File: src/rtl/coh_pkg.sv
package coh_pkg;
   typedef enum logic [1:0] {
      LS_INV = 2'b00,
      LS_SHD = 2'b01,
      LS_EXC = 2'b10
   } line_st_e;

   typedef enum logic [1:0] {
      BC_NONE   = 2'b00,
      BC_RDMISS = 2'b01,
      BC_WRMISS = 2'b10,
      BC_WBACK  = 2'b11
   } bus_cmd_e;

   typedef enum logic [1:0] {
      CS_IDLE  = 2'b00,
      CS_EVICT = 2'b01,
      CS_MISS  = 2'b10
   } ctl_st_e;
endpackage

File: src/rtl/coh_line_array.sv
module coh_line_array
   import coh_pkg::*;
#(
   parameter int NUM_LINES = 4,
   parameter int IDX_W     = 2,
   parameter int TAG_W     = 6,
   parameter int DATA_W    = 8
) (
   input  logic              clk,
   input  logic              rst_n,
   input  logic [IDX_W-1:0]  a_idx,
   output line_st_e          a_st,
   output logic [TAG_W-1:0]  a_tag,
   output logic [DATA_W-1:0] a_data,
   input  logic [IDX_W-1:0]  b_idx,
   output line_st_e          b_st,
   output logic [TAG_W-1:0]  b_tag,
   output logic [DATA_W-1:0] b_data,
   input  logic              wa_en,
   input  logic [IDX_W-1:0]  wa_idx,
   input  line_st_e          wa_st,
   input  logic [TAG_W-1:0]  wa_tag,
   input  logic [DATA_W-1:0] wa_data,
   input  logic              ws_en,
   input  logic [IDX_W-1:0]  ws_idx,
   input  line_st_e          ws_st
);
   line_st_e          st_all   [NUM_LINES];
   logic [TAG_W-1:0]  tag_all  [NUM_LINES];
   logic [DATA_W-1:0] data_all [NUM_LINES];

   for (genvar g = 0; g < NUM_LINES; g++) begin : g_line
      line_st_e          st_r;
      logic [TAG_W-1:0]  tag_r;
      logic [DATA_W-1:0] data_r;

      // full-line write from the processor side beats a snoop state change
      always_ff @(posedge clk or negedge rst_n) begin
         if (!rst_n) begin
            st_r   <= LS_INV;
            tag_r  <= '0;
            data_r <= '0;
         end else if (wa_en && (wa_idx == IDX_W'(g))) begin
            st_r   <= wa_st;
            tag_r  <= wa_tag;
            data_r <= wa_data;
         end else if (ws_en && (ws_idx == IDX_W'(g))) begin
            st_r   <= ws_st;
         end
      end

      assign st_all[g]   = st_r;
      assign tag_all[g]  = tag_r;
      assign data_all[g] = data_r;
   end

   assign a_st   = st_all[a_idx];
   assign a_tag  = tag_all[a_idx];
   assign a_data = data_all[a_idx];
   assign b_st   = st_all[b_idx];
   assign b_tag  = tag_all[b_idx];
   assign b_data = data_all[b_idx];
endmodule

File: src/rtl/coh_tag_match.sv
module coh_tag_match
   import coh_pkg::*;
#(
   parameter int TAG_W = 6
) (
   input  line_st_e         st,
   input  logic [TAG_W-1:0] line_tag,
   input  logic [TAG_W-1:0] req_tag,
   output logic             hit,
   output logic             hit_shd,
   output logic             hit_exc
);
   logic same;
   assign same    = (line_tag == req_tag);
   assign hit_shd = same && (st == LS_SHD);
   assign hit_exc = same && (st == LS_EXC);
   assign hit     = hit_shd || hit_exc;
endmodule

File: src/rtl/coh_snoop_unit.sv
module coh_snoop_unit
   import coh_pkg::*;
#(
   parameter int ADDR_W = 8,
   parameter int DATA_W = 8
) (
   input  logic              clk,
   input  logic              rst_n,
   input  logic              snp_valid,
   input  logic [1:0]        snp_cmd,
   input  logic [ADDR_W-1:0] snp_addr,
   input  logic              hit_shd,
   input  logic              hit_exc,
   input  logic [DATA_W-1:0] line_data,
   output logic              ws_en,
   output line_st_e          ws_st,
   output logic              flush_valid,
   output logic [ADDR_W-1:0] flush_addr,
   output logic [DATA_W-1:0] flush_data
);
   logic do_flush;

   always_comb begin
      ws_en    = 1'b0;
      ws_st    = LS_INV;
      do_flush = 1'b0;
      if (snp_valid) begin
         case (bus_cmd_e'(snp_cmd))
            BC_RDMISS: if (hit_exc) begin
               ws_en    = 1'b1;
               ws_st    = LS_SHD;
               do_flush = 1'b1;
            end
            BC_WRMISS: if (hit_exc || hit_shd) begin
               ws_en    = 1'b1;
               ws_st    = LS_INV;
               do_flush = hit_exc;
            end
            default: ;
         endcase
      end
   end

   always_ff @(posedge clk or negedge rst_n) begin
      if (!rst_n) begin
         flush_valid <= 1'b0;
         flush_addr  <= '0;
         flush_data  <= '0;
      end else begin
         flush_valid <= do_flush;
         if (do_flush) begin
            flush_addr <= snp_addr;
            flush_data <= line_data;
         end
      end
   end
endmodule

File: src/rtl/snoop_coh_ctrl.sv
module snoop_coh_ctrl
   import coh_pkg::*;
#(
   parameter int ADDR_W    = 8,
   parameter int DATA_W    = 8,
   parameter int NUM_LINES = 4
) (
   input  logic              clk,
   input  logic              rst_n,
   input  logic              cpu_req,
   input  logic              cpu_we,
   input  logic [ADDR_W-1:0] cpu_addr,
   input  logic [DATA_W-1:0] cpu_wdata,
   output logic [DATA_W-1:0] cpu_rdata,
   output logic              cpu_done,
   output logic              cpu_busy,
   output logic              bus_req,
   output logic [1:0]        bus_cmd,
   output logic [ADDR_W-1:0] bus_addr,
   output logic [DATA_W-1:0] bus_wdata,
   input  logic              bus_gnt,
   input  logic [DATA_W-1:0] bus_rdata,
   input  logic              snp_valid,
   input  logic [1:0]        snp_cmd,
   input  logic [ADDR_W-1:0] snp_addr,
   output logic              flush_valid,
   output logic [ADDR_W-1:0] flush_addr,
   output logic [DATA_W-1:0] flush_data
);
   localparam int IDX_W = (NUM_LINES > 1) ? $clog2(NUM_LINES) : 1;
   localparam int TAG_W = ADDR_W - IDX_W;

   if (NUM_LINES < 2 || (1 << IDX_W) != NUM_LINES) begin : g_bad_lines
      $error("NUM_LINES must be a power of two of at least 2");
   end
   if (TAG_W < 1) begin : g_bad_addr
      $error("ADDR_W must exceed the index width");
   end
   if (DATA_W < 1) begin : g_bad_data
      $error("DATA_W must be positive");
   end

   ctl_st_e           st_q, st_d;
   logic [ADDR_W-1:0] req_addr_q, wb_addr_q;
   logic              we_q;
   logic [DATA_W-1:0] wdata_q, wb_data_q;

   logic [IDX_W-1:0]  cpu_idx, snp_idx, req_idx;
   logic [TAG_W-1:0]  cpu_tag, snp_tag, req_tag;

   line_st_e          a_st, b_st;
   logic [TAG_W-1:0]  a_tag, b_tag;
   logic [DATA_W-1:0] a_data, b_data;
   logic              a_hit, a_shd, a_exc;
   logic              b_hit, b_shd, b_exc;

   logic              wa_en;
   logic [IDX_W-1:0]  wa_idx;
   line_st_e          wa_st;
   logic [TAG_W-1:0]  wa_tag;
   logic [DATA_W-1:0] wa_data;
   logic              ws_en;
   line_st_e          ws_st;

   logic take, rd_hit, wr_hit, upgrade, miss, evict, leave_idle;

   assign cpu_idx = cpu_addr[IDX_W-1:0];
   assign cpu_tag = cpu_addr[ADDR_W-1:IDX_W];
   assign snp_idx = snp_addr[IDX_W-1:0];
   assign snp_tag = snp_addr[ADDR_W-1:IDX_W];
   assign req_idx = req_addr_q[IDX_W-1:0];
   assign req_tag = req_addr_q[ADDR_W-1:IDX_W];

   coh_line_array #(
      .NUM_LINES(NUM_LINES), .IDX_W(IDX_W), .TAG_W(TAG_W), .DATA_W(DATA_W)
   ) u_lines (
      .clk(clk), .rst_n(rst_n),
      .a_idx(cpu_idx), .a_st(a_st), .a_tag(a_tag), .a_data(a_data),
      .b_idx(snp_idx), .b_st(b_st), .b_tag(b_tag), .b_data(b_data),
      .wa_en(wa_en), .wa_idx(wa_idx), .wa_st(wa_st), .wa_tag(wa_tag), .wa_data(wa_data),
      .ws_en(ws_en), .ws_idx(snp_idx), .ws_st(ws_st)
   );

   coh_tag_match #(.TAG_W(TAG_W)) u_cpu_match (
      .st(a_st), .line_tag(a_tag), .req_tag(cpu_tag),
      .hit(a_hit), .hit_shd(a_shd), .hit_exc(a_exc)
   );

   coh_tag_match #(.TAG_W(TAG_W)) u_snp_match (
      .st(b_st), .line_tag(b_tag), .req_tag(snp_tag),
      .hit(b_hit), .hit_shd(b_shd), .hit_exc(b_exc)
   );

   coh_snoop_unit #(.ADDR_W(ADDR_W), .DATA_W(DATA_W)) u_snoop (
      .clk(clk), .rst_n(rst_n),
      .snp_valid(snp_valid), .snp_cmd(snp_cmd), .snp_addr(snp_addr),
      .hit_shd(b_shd), .hit_exc(b_exc), .line_data(b_data),
      .ws_en(ws_en), .ws_st(ws_st),
      .flush_valid(flush_valid), .flush_addr(flush_addr), .flush_data(flush_data)
   );

   // processor lookup: only in idle, and only when no snoop claims the cycle
   assign take       = cpu_req && !snp_valid && (st_q == CS_IDLE);
   assign rd_hit     = take && !cpu_we && a_hit;
   assign wr_hit     = take && cpu_we && a_exc;
   assign upgrade    = take && cpu_we && a_shd;
   assign miss       = take && !a_hit;
   assign evict      = miss && (a_st == LS_EXC);
   assign leave_idle = miss || upgrade;

   always_comb begin
      st_d    = st_q;
      wa_en   = 1'b0;
      wa_idx  = cpu_idx;
      wa_st   = LS_INV;
      wa_tag  = cpu_tag;
      wa_data = cpu_wdata;
      case (st_q)
         CS_IDLE: begin
            if (wr_hit) begin
               wa_en = 1'b1;
               wa_st = LS_EXC;
            end else if (evict) begin
               wa_en   = 1'b1;
               wa_st   = LS_INV;
               wa_tag  = a_tag;
               wa_data = a_data;
               st_d    = CS_EVICT;
            end else if (leave_idle) begin
               st_d = CS_MISS;
            end
         end
         CS_EVICT: if (bus_gnt) st_d = CS_MISS;
         CS_MISS: if (bus_gnt) begin
            wa_en   = 1'b1;
            wa_idx  = req_idx;
            wa_tag  = req_tag;
            wa_st   = we_q ? LS_EXC : LS_SHD;
            wa_data = we_q ? wdata_q : bus_rdata;
            st_d    = CS_IDLE;
         end
         default: st_d = CS_IDLE;
      endcase
   end

   always_ff @(posedge clk or negedge rst_n) begin
      if (!rst_n) begin
         st_q       <= CS_IDLE;
         req_addr_q <= '0;
         we_q       <= 1'b0;
         wdata_q    <= '0;
         wb_addr_q  <= '0;
         wb_data_q  <= '0;
      end else begin
         st_q <= st_d;
         if (leave_idle) begin
            req_addr_q <= cpu_addr;
            we_q       <= cpu_we;
            wdata_q    <= cpu_wdata;
            wb_addr_q  <= {a_tag, cpu_idx};
            wb_data_q  <= a_data;
         end
      end
   end

   assign cpu_busy  = (st_q != CS_IDLE);
   assign cpu_done  = rd_hit || wr_hit || ((st_q == CS_MISS) && bus_gnt);
   assign cpu_rdata = (st_q == CS_MISS) ? bus_rdata : a_data;
   assign bus_req   = cpu_busy;
   assign bus_cmd   = (st_q == CS_EVICT) ? BC_WBACK :
                      (st_q == CS_MISS)  ? (we_q ? BC_WRMISS : BC_RDMISS) : BC_NONE;
   assign bus_addr  = (st_q == CS_EVICT) ? wb_addr_q : req_addr_q;
   assign bus_wdata = (st_q == CS_EVICT) ? wb_data_q : (we_q ? wdata_q : '0);
endmodule

File: config.mk
export PLATFORM = sky130hd
export DESIGN_NAME = snoop_coh_ctrl
export DESIGN_NICKNAME = d
export VERILOG_FILES = /design/src/rtl/coh_pkg.sv /design/src/rtl/coh_line_array.sv /design/src/rtl/coh_tag_match.sv /design/src/rtl/coh_snoop_unit.sv /design/src/rtl/snoop_coh_ctrl.sv
export SDC_FILE = /design/constraint.sdc
export NUM_CORES = 1
export LEC_CHECK = 0
export ABC_AREA = 1
export ABC_CLOCK_PERIOD_IN_PS = 2300
export BUFFER_PORTS_ARGS = -buffer_cell sky130_fd_sc_hd__clkbuf_2
export CORE_MARGIN = 3
export CORE_UTILIZATION = 53
export CTS_CLUSTER_DIAMETER = 150
export CTS_CLUSTER_SIZE = 20
export DETAILED_ROUTE_END_ITERATION = 7
export GPL_TIMING_DRIVEN = 0
export HOLD_SLACK_MARGIN = 0.1
export PLACE_DENSITY = 0.75
export SLEW_MARGIN = 20
export SYNTH_ARGS = -nofsm -noshare
export SYNTH_HDL_FRONTEND = slang
export SYNTH_HIERARCHICAL = 1
export SYNTH_SLANG_ARGS = --single-unit
File: constraint.sdc
create_clock -name clk -period 2.3 [get_ports clk]
set_input_delay 0.345 -clock clk [delete_from_list [all_inputs] [get_ports clk]]
set_output_delay 0.345 -clock clk [all_outputs]
set_load 0.03 [all_outputs]
==> results of run 1 <==
==> path summary, 6_finish.rpt <==
| path | startpoint | to | slack (ps) | cells after the start |
|---|---|---|---|---|
| setup / recovery | u_lines/g_line[2].tag_r[5]$_DFFE_PN0P_ | u_lines/g_line[3].st_r[0]$_DFFE_PN0P_ | -470 | 18 |
| hold / removal | bus_gnt | st_q[0]$_DFFE_PN0P_ | 160 | 2 |
| setup reg to reg | u_lines/g_line[2].tag_r[5]$_DFFE_PN0P_ | u_lines/g_line[3].st_r[0]$_DFFE_PN0P_ | -470 | 18 |
| hold reg to reg | u_snoop/flush_addr[6]$_DFFE_PN0P_ | u_snoop/flush_addr[6]$_DFFE_PN0P_ | 470 | 2 |
| max in group asynchronous | rst_n | u_lines/g_line[2].data_r[6]$_DFFE_PN0P_ | 1200 | 3 |
| min in group asynchronous | rst_n | wb_addr_q[3]$_DFFE_PN0P_ | 370 | 2 |
==> sequential cells by signal, indices dropped and copies added (netlist names) <==
register,cells
we_q,1
u_lines/g_line.st_r,8
u_snoop/flush_addr,8
wb_addr_q,6
st_q,2
wdata_q,8
u_lines/g_line.tag_r,24
u_snoop/flush_data,8
req_addr_q,8
wb_data_q,8
u_snoop/flush_valid,1
u_lines/g_line.data_r,32
==> worst reg2reg max path, cell delays in order, from the launching register on <==
cell and delay [ps]:
dfrtp_1 390, o21ai_2 80, o22ai_2 280, inv_1 70, nand2_1 80, nand2_2 60
nor2_4 120, nand3_4 140, nor2_4 160, nand4_4 100, buf_8 150, buf_6 110
o211ai_1 180, buf_4 200, nand3_4 180, buf_8 220, nand2_2 70, nand3_2 70
nand2_1 60
==> what timing repair did <==
item	in CTS	in global routing
endpoints found under the hold margin	25	0
pin swaps	21	27
setup endpoints to repair	114	121
cloned	2	5
gates resized for setup	93	150
buffers inserted	13	12
hold buffers	1	0
==> report_power, final <==
| group | switching [mW] | total, mW | internal [mW] |
|---|---|---|---|
| clock | 0.949 | 2.83 | 1.89 |
| sequential | 0.697 | 3.52 | 2.82 |
| combinational | 3.23 | 5.04 | 1.81 |
| total | 4.88 | 11.4 | 6.51 |
==> routing by layer <==
metal / vias to the layer above / routed length, µm / track usage (%)
met4: 0 / 1250 / 12.5
met5: - / 0 / 0
met1: 3602 / 9060 / 41.7
met2: 523 / 11100 / 50.3
met3: 130 / 2750 / 6.55
li1: 3390 / - / -
==> final cells by class <==
class	instances	share of cell area, %
plain buffers	57	6.51
multi-input cells	669	39.3
clock inverters	11	1.70
flip-flops and latches	114	30.8
repair buffers	118	9.05
inverters	124	5.26
well taps	168	2.27
clock buffers	21	5.08
==> through the flow <==
stage | setup TNS [ps] | power, mW | setup slack, ps | utilization, %
5_1_grt | -38730 | 12.0 | -570 | 75.5
3_3_place_gp | -189640 | 7.34 | -1170 | 61.8
4_1_cts | -13680 | 10.5 | -289 | 70.4
3_5_place_dp | -101830 | 7.43 | -1260 | 62.1
6_report | -27420 | 11.4 | -467 | 75.5
2_1_floorplan | -4630 | 6.22 | -150 | -
==> impl_metrics.toml, run 1 <==
[status]
outcome = "finished with violations"
violations = "setup timing"

[worst_setup_path]
start_kind = "flip-flop"
cp_top_family = "simple AND/OR/NAND/NOR gates"
crit_path_cell_trace = "o21ai_2 > o22ai_2 > inv_1 > nand2_1 > nand2_2 > nor2_4 > nand3_4 > nor2_4 > nand4_4 > buf_8 > buf_6 > o211ai_1 > buf_4 > nand3_4 > buf_8 > nand2_2 > nand3_2 > nand2_1"
arrival_ps = 3120
endpoint_kind = "flip-flop"
critical_path_class = "flip-flop to flip-flop"
cp.required_ps = 2650
worstPathBufferInverterCount = 5
slowest_stage = "dfrtp_1"
crit_path_max_incr_delay_ps = 390
path_max_fanout = 6

[routing]
antenna_left = 0
viasPerCell = 5.96
drc_errors = 0
vias = 7645
drt-initial-drc-count = 982
first_pass_iters = 7
post_drt_wl_per_cell_um = 18.9
drt-total-wl_mm = 24.2

[timing]
holdWs_ps = 164
finalClockSkew_ps = 10.1
fmax_mhz = 361
drv_slew = 0
timing.final.crit_share_pct = 120
min_period_ps = 2770
setup_viol = 96
hold_violations = 0
rsz0062_at_grt = "true"
fin_ws_ps = -467

[floorplan]
rows = 40
design.die.area_um2 = 14200
initial_core_util_pct = 55.3
chipWidth_um = 119
dieHeight_um = 119
pin_count = 86
core_um2 = 12300

[power]
irDropWorstVdd_v = 0.000839
p_leak_nw = 4.66
pwr_density_cell_nw_per_um2 = 1230

[layout]
mostFrequentLayoutCells = "173 x nand2_1, 113 x dfrtp_1, 109 x inv_1"
diodes = 0
multiInputGateArea_um2 = 3640
final_cells = 1282
num-fill-cells = 893
drive_above_1_share_pct = 30.7
area_delta_synth_final_pct = 36.7
final_area_um2 = 9260
final-seq-area_um2 = 2850
layout.nets = 1143
mostFrequentLayoutCell = "nand2_1"

[clock_network]
path_clk_slew_ps = 50
numCtsBuffers = 17
clk_path_buf_depth = 2
cts_tree = "yes"
htree_levels = 4
cts_sinks = 114
clkLatencyLatePin_ps = 420
clk_root_buffer_cell = "clkbuf_16"

[synthesis]
synth_area_per_cell_um2 = 7.02
syn-instance-count = 965
syn_nets = 1007
yosysWarnings = 6
syn-cell-area_um2 = 6780

[grt]
overflow = 0
grt_pass1_vias = 7003
antenna_found_initial = 0
grt_max_degree = 90
grt.total_usage_pct = 31.4
grt_pass1_wl_mm = 35.2

[placed_design]
port_buffers = 85
dpl_cell_area_um2 = 7620
placed_cells = 1219
dp_hpwl_mm = 14.9
place.gp.congestion = 0.904

[run]
cap_viol_max_count = 0

[worst_hold_path]
min_path_type = "input pin to flip-flop"
Note: power is estimated with default switching activity, not from simulation.
==> run 2: changes to the inputs <==
--- a/config.mk
+++ b/config.mk
@@ -16,6 +16,7 @@
 export GPL_TIMING_DRIVEN = 0
 export HOLD_SLACK_MARGIN = 0.1
 export PLACE_DENSITY = 0.75
+export RECOVER_POWER = 50
 export SLEW_MARGIN = 20
 export SYNTH_ARGS = -nofsm -noshare
 export SYNTH_HDL_FRONTEND = slang
==> run 2 against run 1 <==
  * The flow finishes with violations (capacitance limit, slew limit, setup timing)
  * Clock skew rose by 0.64 ps
  * Clock power about the same
  * Routed wire length down 0.58%
  * Highest routed layer unchanged
  * Sequential power about the same
  * Critical path type unchanged
==> impl_metrics.toml, run 2 (synthesized netlist as in run 1, its figures left out) <==
[power]
swShare_pct = 42.8
power.total_mw = 11.4
pwr_density_cell_nw_per_um2 = 1230
power_frac_clock_pct = 24.9
p_sw_mw = 4.87
pwr-share-seq_pct = 30.9
irDropWorstVdd_v = 0.000837
p_int_mw = 6.51
p_leak_nw = 4.66
p_comb_share_pct = 44.2

[layout]
num-fill-cells = 894
largest_reg_flops = 32
reg_top3 = "u_lines/g_line.data_r x32, u_lines/g_line.tag_r x24"
max_flop_register = "u_lines/g_line.data_r"
drive_above_1_share_pct = 30.6
diodes = 0
layout.nets = 1143
area_delta_synth_final_pct = 36.5
mostFrequentLayoutCell = "nand2_1"
final-seq-area_um2 = 2850
multiInputGateArea_um2 = 3640
mostFrequentLayoutCells = "173 x nand2_1, 113 x dfrtp_1, 109 x inv_1"

[timing]
finalSetupTns_ps = -27360
fmax_mhz = 361
tightest_slew_ps = 1510
min_period_ps = 2770
drv_slew = 26
timing.final.crit_share_pct = 120
fin_ws_ps = -470
rsz0062_at_grt = "true"
finalClockSkew_ps = 10.8
hold_violations = 0
slew_headroom_pct = -0.927
setup_viol = 95

[worst_setup_path]
cp_top_family = "simple AND/OR/NAND/NOR gates"
reg2reg_from = "u_lines/g_line[2].tag_r[5]$_DFFE_PN0P_"
ff2ff_setup_slack_ps = -470
cp.required_ps = 2650
arrival_ps = 3120
path_max_fanout = 6
start_kind = "flip-flop"
reg2reg_to = "u_lines/g_line[3].st_r[0]$_DFFE_PN0P_"
worstPathBufferInverterCount = 5
slowest_stage = "dfrtp_1"
crit_path_max_incr_delay_ps = 390
critical_path_class = "flip-flop to flip-flop"
reg2reg_depth = 18
crit_path_cell_trace = "o21ai_2 > o22ai_2 > inv_1 > nand2_1 > nand2_2 > nor2_4 > nand3_4 > nor2_4 > nand4_4 > buf_8 > buf_6 > o211ai_1 > buf_4 > nand3_4 > buf_8 > nand2_2 > nand3_2 > nand2_1"
endpoint_kind = "flip-flop"

[worst_hold_path]
hold_end = "st_q[0]$_DFFE_PN0P_"
min_path_type = "input pin to flip-flop"
min_path_cells = 2
hp-start = "bus_gnt"

[placed_design]
port_buffers = 85
dp_hpwl_mm = 14.9
place.gp.congestion = 0.904

[routing]
drc_errors = 0
antenna_left = 0
first_pass_iters = 6
drt-initial-drc-count = 978
post_drt_wl_per_cell_um = 18.7
drt-total-wl_mm = 24.0
viasPerCell = 5.95
vias = 7622

[clock_network]
path_clk_slew_ps = 50
numCtsBuffers = 17
clkLatencyLatePin_ps = 420
cts_tree = "yes"
htree_levels = 4
clk_root_buffer_cell = "clkbuf_16"
clk_path_buf_depth = 2
cts_sinks = 114

[grt]
grt_max_degree = 90
gr-usage-met2_pct = 50.3
grt.total_usage_pct = 31.4
grt_pass1_vias = 7003
use_met1_pct = 41.7
antenna_found_initial = 0
overflow = 0
met3_usage_pct = 6.55
grt.busiest_layer = "met2"
grt_pass1_wl_mm = 35.2

[floorplan]
dieHeight_um = 119
chipWidth_um = 119
rows = 40
design.die.area_um2 = 14200
initial_core_util_pct = 55.3
core_um2 = 12300
pin_count = 86

[status]
outcome = "finished with violations"
violations = "capacitance limit, slew limit, setup timing"

[run]
cap_viol_max_count = 1
## run 2: how the worst max path moves through the flow
stage | startpoint | to | slack, ps | cells past startpoint
3_5_place_dp | cpu_addr[0] | u_lines/g_line[3].tag_r[2]$_DFFE_PN0P_ | -1260 | 16
6_report | u_lines/g_line[2].tag_r[5]$_DFFE_PN0P_ | u_lines/g_line[3].st_r[0]$_DFFE_PN0P_ | -470 | 18
3_3_place_gp | cpu_addr[0] | u_lines/g_line[3].tag_r[3]$_DFFE_PN0P_ | -1170 | 16
4_1_cts | u_lines/g_line[3].tag_r[1]$_DFFE_PN0P_ | cpu_done | -290 | 12
2_1_floorplan | cpu_addr[0] | u_lines/g_line[2].st_r[1]$_DFFE_PN0P_ | -150 | 19
5_1_grt | u_lines/g_line[2].tag_r[5]$_DFFE_PN0P_ | u_lines/g_line[3].st_r[0]$_DFFE_PN0P_ | -570 | 18
## run 2: worst reg2reg max path: stages, from the launching register on
cell      delay [ps]
dfrtp_1          390
o21ai_2           80
o22ai_2          280
inv_1             70
nand2_1           80
nand2_2           60
nor2_4           120
nand3_4          140
nor2_4           160
nand4_4          100
buf_8            150
buf_6            110
o211ai_1         180
buf_4            200
nand3_4          180
buf_8            220
nand2_2           70
nand3_2           70
nand2_1           60
## run 2: layout make-up
cell class                 instances  area share [%]
multi-input combinational        669            39.3
clock inverter                    11            1.70
tap                              168            2.27
timing repair buffer             118            8.95
inverter                         124            5.26
buffer                            57            6.52
sequential                       114            30.9
clock buffer                      21            5.09
## run 2: routing by layer
layer  vias to the layer above  share of wire, %  routed length, µm
met3                       119                10               2520
met2                       516                46              11100
met1                      3591                38               9200
li1                       3396                 -                  -
met5                         -                 0                  0
met4                         0               5.0               1200
## run 2: metrics by stage
| step | hold WS (ps) | setup WS, ps | instance area, µm² | instances | util [%] |
|---|---|---|---|---|---|
| 4_1_cts | 162 | -289 | 8630 | 1267 | 70.4 |
| 3_3_place_gp | 456 | -1170 | 7580 | 1218 | 61.8 |
| 3_5_place_dp | 244 | -1260 | 7620 | 1219 | 62.1 |
| 5_1_grt | 187 | -570 | 9250 | 1282 | 75.4 |
| 2_1_floorplan | 49.4 | -150 | 6940 | 965 | - |
| 6_report | 163 | -470 | 9250 | 1282 | 75.4 |
## run 2: power groups by stage
stage | clock, mW | combinational, mW | sequential (mW)
finish | 2.84 | 5.03 | 3.52
global route | 2.93 | 5.44 | 3.60
CTS | 2.83 | 4.33 | 3.36
detailed placement | 0 | 4.06 | 3.37
global placement | 0 | 3.97 | 3.37
floorplan | 0 | 2.95 | 3.27
## run 2: what timing repair did
item                                    CTS  global route
buffers inserted                         13            12
pin swaps                                21            27
endpoints found under the setup margin  114           121
resized for setup                        93           150
hold buffers                              1             0
cloned                                    2             5
endpoints found under the hold margin    25             0
==> run 3: changes to the inputs <==
--- a/config.mk
+++ b/config.mk
@@ -16,7 +16,7 @@
 export GPL_TIMING_DRIVEN = 0
 export HOLD_SLACK_MARGIN = 0.1
 export PLACE_DENSITY = 0.75
-export RECOVER_POWER = 50
+export RECOVER_POWER = 100
 export SLEW_MARGIN = 20
 export SYNTH_ARGS = -nofsm -noshare
 export SYNTH_HDL_FRONTEND = slang
==> run 3 against run 2 <==
  * The run still ends with capacitance limit, slew limit, setup timing left
  * Die area unchanged
  * Fmax up 0.75%
  * Clock-buffer cell count stayed put
  * First-iteration DRC count grew 9.9%
  * Non-clock buffer count unchanged
  * Final area shrank 0.31%
==> impl_metrics.toml, run 3 (synthesized netlist as in run 1, its figures left out) <==
[status]
outcome = "finished with violations"
violations = "capacitance limit, slew limit, setup timing"

[floorplan]
initial_core_util_pct = 55.3
chipWidth_um = 119
dieHeight_um = 119
core_um2 = 12300
pin_count = 86
design.die.area_um2 = 14200
rows = 40

[clock_network]
clk_root_buffer_cell = "clkbuf_16"
path_clk_slew_ps = 50
clkLatencyLatePin_ps = 420
htree_levels = 4
numCtsBuffers = 17
clk_path_buf_depth = 2
cts_tree = "yes"
cts_sinks = 114

[layout]
largest_reg_flops = 32
diodes = 0
multiInputGateArea_um2 = 3630
num-fill-cells = 910
max_flop_register = "u_lines/g_line.data_r"
final_area_um2 = 9220
layout.nets = 1143
area_delta_synth_final_pct = 36.1
mostFrequentLayoutCells = "173 x nand2_1, 113 x dfrtp_1, 109 x inv_1"
drive_above_1_share_pct = 28.8
reg_top3 = "u_lines/g_line.data_r x32, u_lines/g_line.tag_r x24"
final-seq-area_um2 = 2850
final_cells = 1282
mostFrequentLayoutCell = "nand2_1"

[worst_setup_path]
arrival_ps = 3050
start_kind = "flip-flop"
endpoint_kind = "flip-flop"
critical_path_class = "flip-flop to flip-flop"
cp.required_ps = 2600
path_max_fanout = 5

[grt]
gr-usage-met2_pct = 50.3
grt_pass1_vias = 7003
grt.busiest_layer = "met2"
antenna_found_initial = 0
grt.total_usage_pct = 31.4
grt_pass1_wl_mm = 35.2
overflow = 0
grt_max_degree = 90
use_met1_pct = 41.7
met3_usage_pct = 6.55

[timing]
setup_viol = 95
drv_slew = 26
finalClockSkew_ps = 9.57
min_period_ps = 2750
rsz0062_at_grt = "true"
timing.final.crit_share_pct = 120
fmax_mhz = 364
tightest_slew_ps = 1520
hold_violations = 0
fin_ws_ps = -449
finalSetupTns_ps = -26060
slew_headroom_pct = -1.37

[routing]
viasPerCell = 5.96
drc_errors = 0
post_drt_wl_per_cell_um = 18.8
vias = 7641
drt-total-wl_mm = 24.1
antenna_left = 0
drt-initial-drc-count = 1075
first_pass_iters = 6

[placed_design]
dpl_cell_area_um2 = 7620
dp_hpwl_mm = 14.9
place.gp.congestion = 0.904
port_buffers = 85
placed_cells = 1219

[power]
p_leak_nw = 4.59
power.total_mw = 11.4
irDropWorstVdd_v = 0.000834
pwr_density_cell_nw_per_um2 = 1230

[worst_hold_path]
min_path_type = "input pin to flip-flop"

[run]
cap_viol_max_count = 1
[run 3: cell counts in the layout (fill, tap and decap cells not counted)]
Identical to the previous run, type by type.
[run 3: final timing paths]
check / start / to / depth (start not counted) / slack (ps)
max in group asynchronous: rst_n / st_q[0]$_DFFE_PN0P_ / 3 / 350
setup reg to reg: u_lines/g_line[2].tag_r[5]$_DFFE_PN0P_ / u_lines/g_line[3].st_r[0]$_DFFE_PN0P_ / 17 / -450
setup / recovery: u_lines/g_line[2].tag_r[5]$_DFFE_PN0P_ / u_lines/g_line[3].st_r[0]$_DFFE_PN0P_ / 17 / -450
min in group asynchronous: rst_n / wb_addr_q[3]$_DFFE_PN0P_ / 2 / 830
hold / removal: bus_gnt / st_q[0]$_DFFE_PN0P_ / 2 / 160
hold reg to reg: u_snoop/flush_addr[6]$_DFFE_PN0P_ / u_snoop/flush_addr[6]$_DFFE_PN0P_ / 2 / 470
[run 3: critical path, stage by stage, from the launching register on]
cell,delay (ps)
dfrtp_1,390
o21ai_2,80
o22ai_2,280
inv_1,70
nand2_1,80
nand2_2,60
nor2_4,120
nand3_4,130
nor2_4,160
nand4_4,100
buf_8,140
buf_6,110
o211ai_1,170
buf_4,260
buf_4,140
nand4_1,160
nand3_2,120
nand2_1,50
[run 3: final cells by class]
cell class / count / area share, %
Inverter: 124 / 5.28
Clock inverter: 11 / 1.71
Clock buffer: 21 / 5.10
Timing Repair Buffer: 118 / 8.72
Multi-Input combinational cell: 669 / 39.4
Buffer: 57 / 6.54
Tap cell: 168 / 2.28
Sequential cell: 114 / 30.9
[run 3: per-layer routing]
metal  part of all wire, %  up-vias  wire (µm)
li1                      -     3399          -
met1                    39     3614       9370
met2                    46      494      11100
met3                    10      134       2470
met4                   5.1        0       1220
met5                     0        -          0
[run 3: where the power goes]
part,leakage [nW],total [mW],internal [mW],switching (mW)
registers,1.43,3.51,2.82,0.688
logic,2.85,5.03,1.80,3.23
clock network,0.312,2.84,1.88,0.950
total,4.59,11.4,6.50,4.87
[run 3: timing repair]
| action | CTS | global route |
|---|---|---|
| endpoints found under the setup margin | 114 | 121 |
| cloned | 2 | 5 |
| hold buffers | 1 | 0 |
| pin swaps | 21 | 27 |
| resized for setup | 93 | 150 |
| setup buffers | 13 | 12 |
| endpoints found under the hold margin | 25 | 0 |
[run 3: through the flow]
step | worst slack (ps) | util (%) | hold WS [ps]
2_1_floorplan | -150 | - | 49.4
3_3_place_gp | -1170 | 61.8 | 456
3_5_place_dp | -1260 | 62.1 | 244
4_1_cts | -289 | 70.4 | 162
5_1_grt | -603 | 75.2 | 187
6_report | -449 | 75.2 | 163
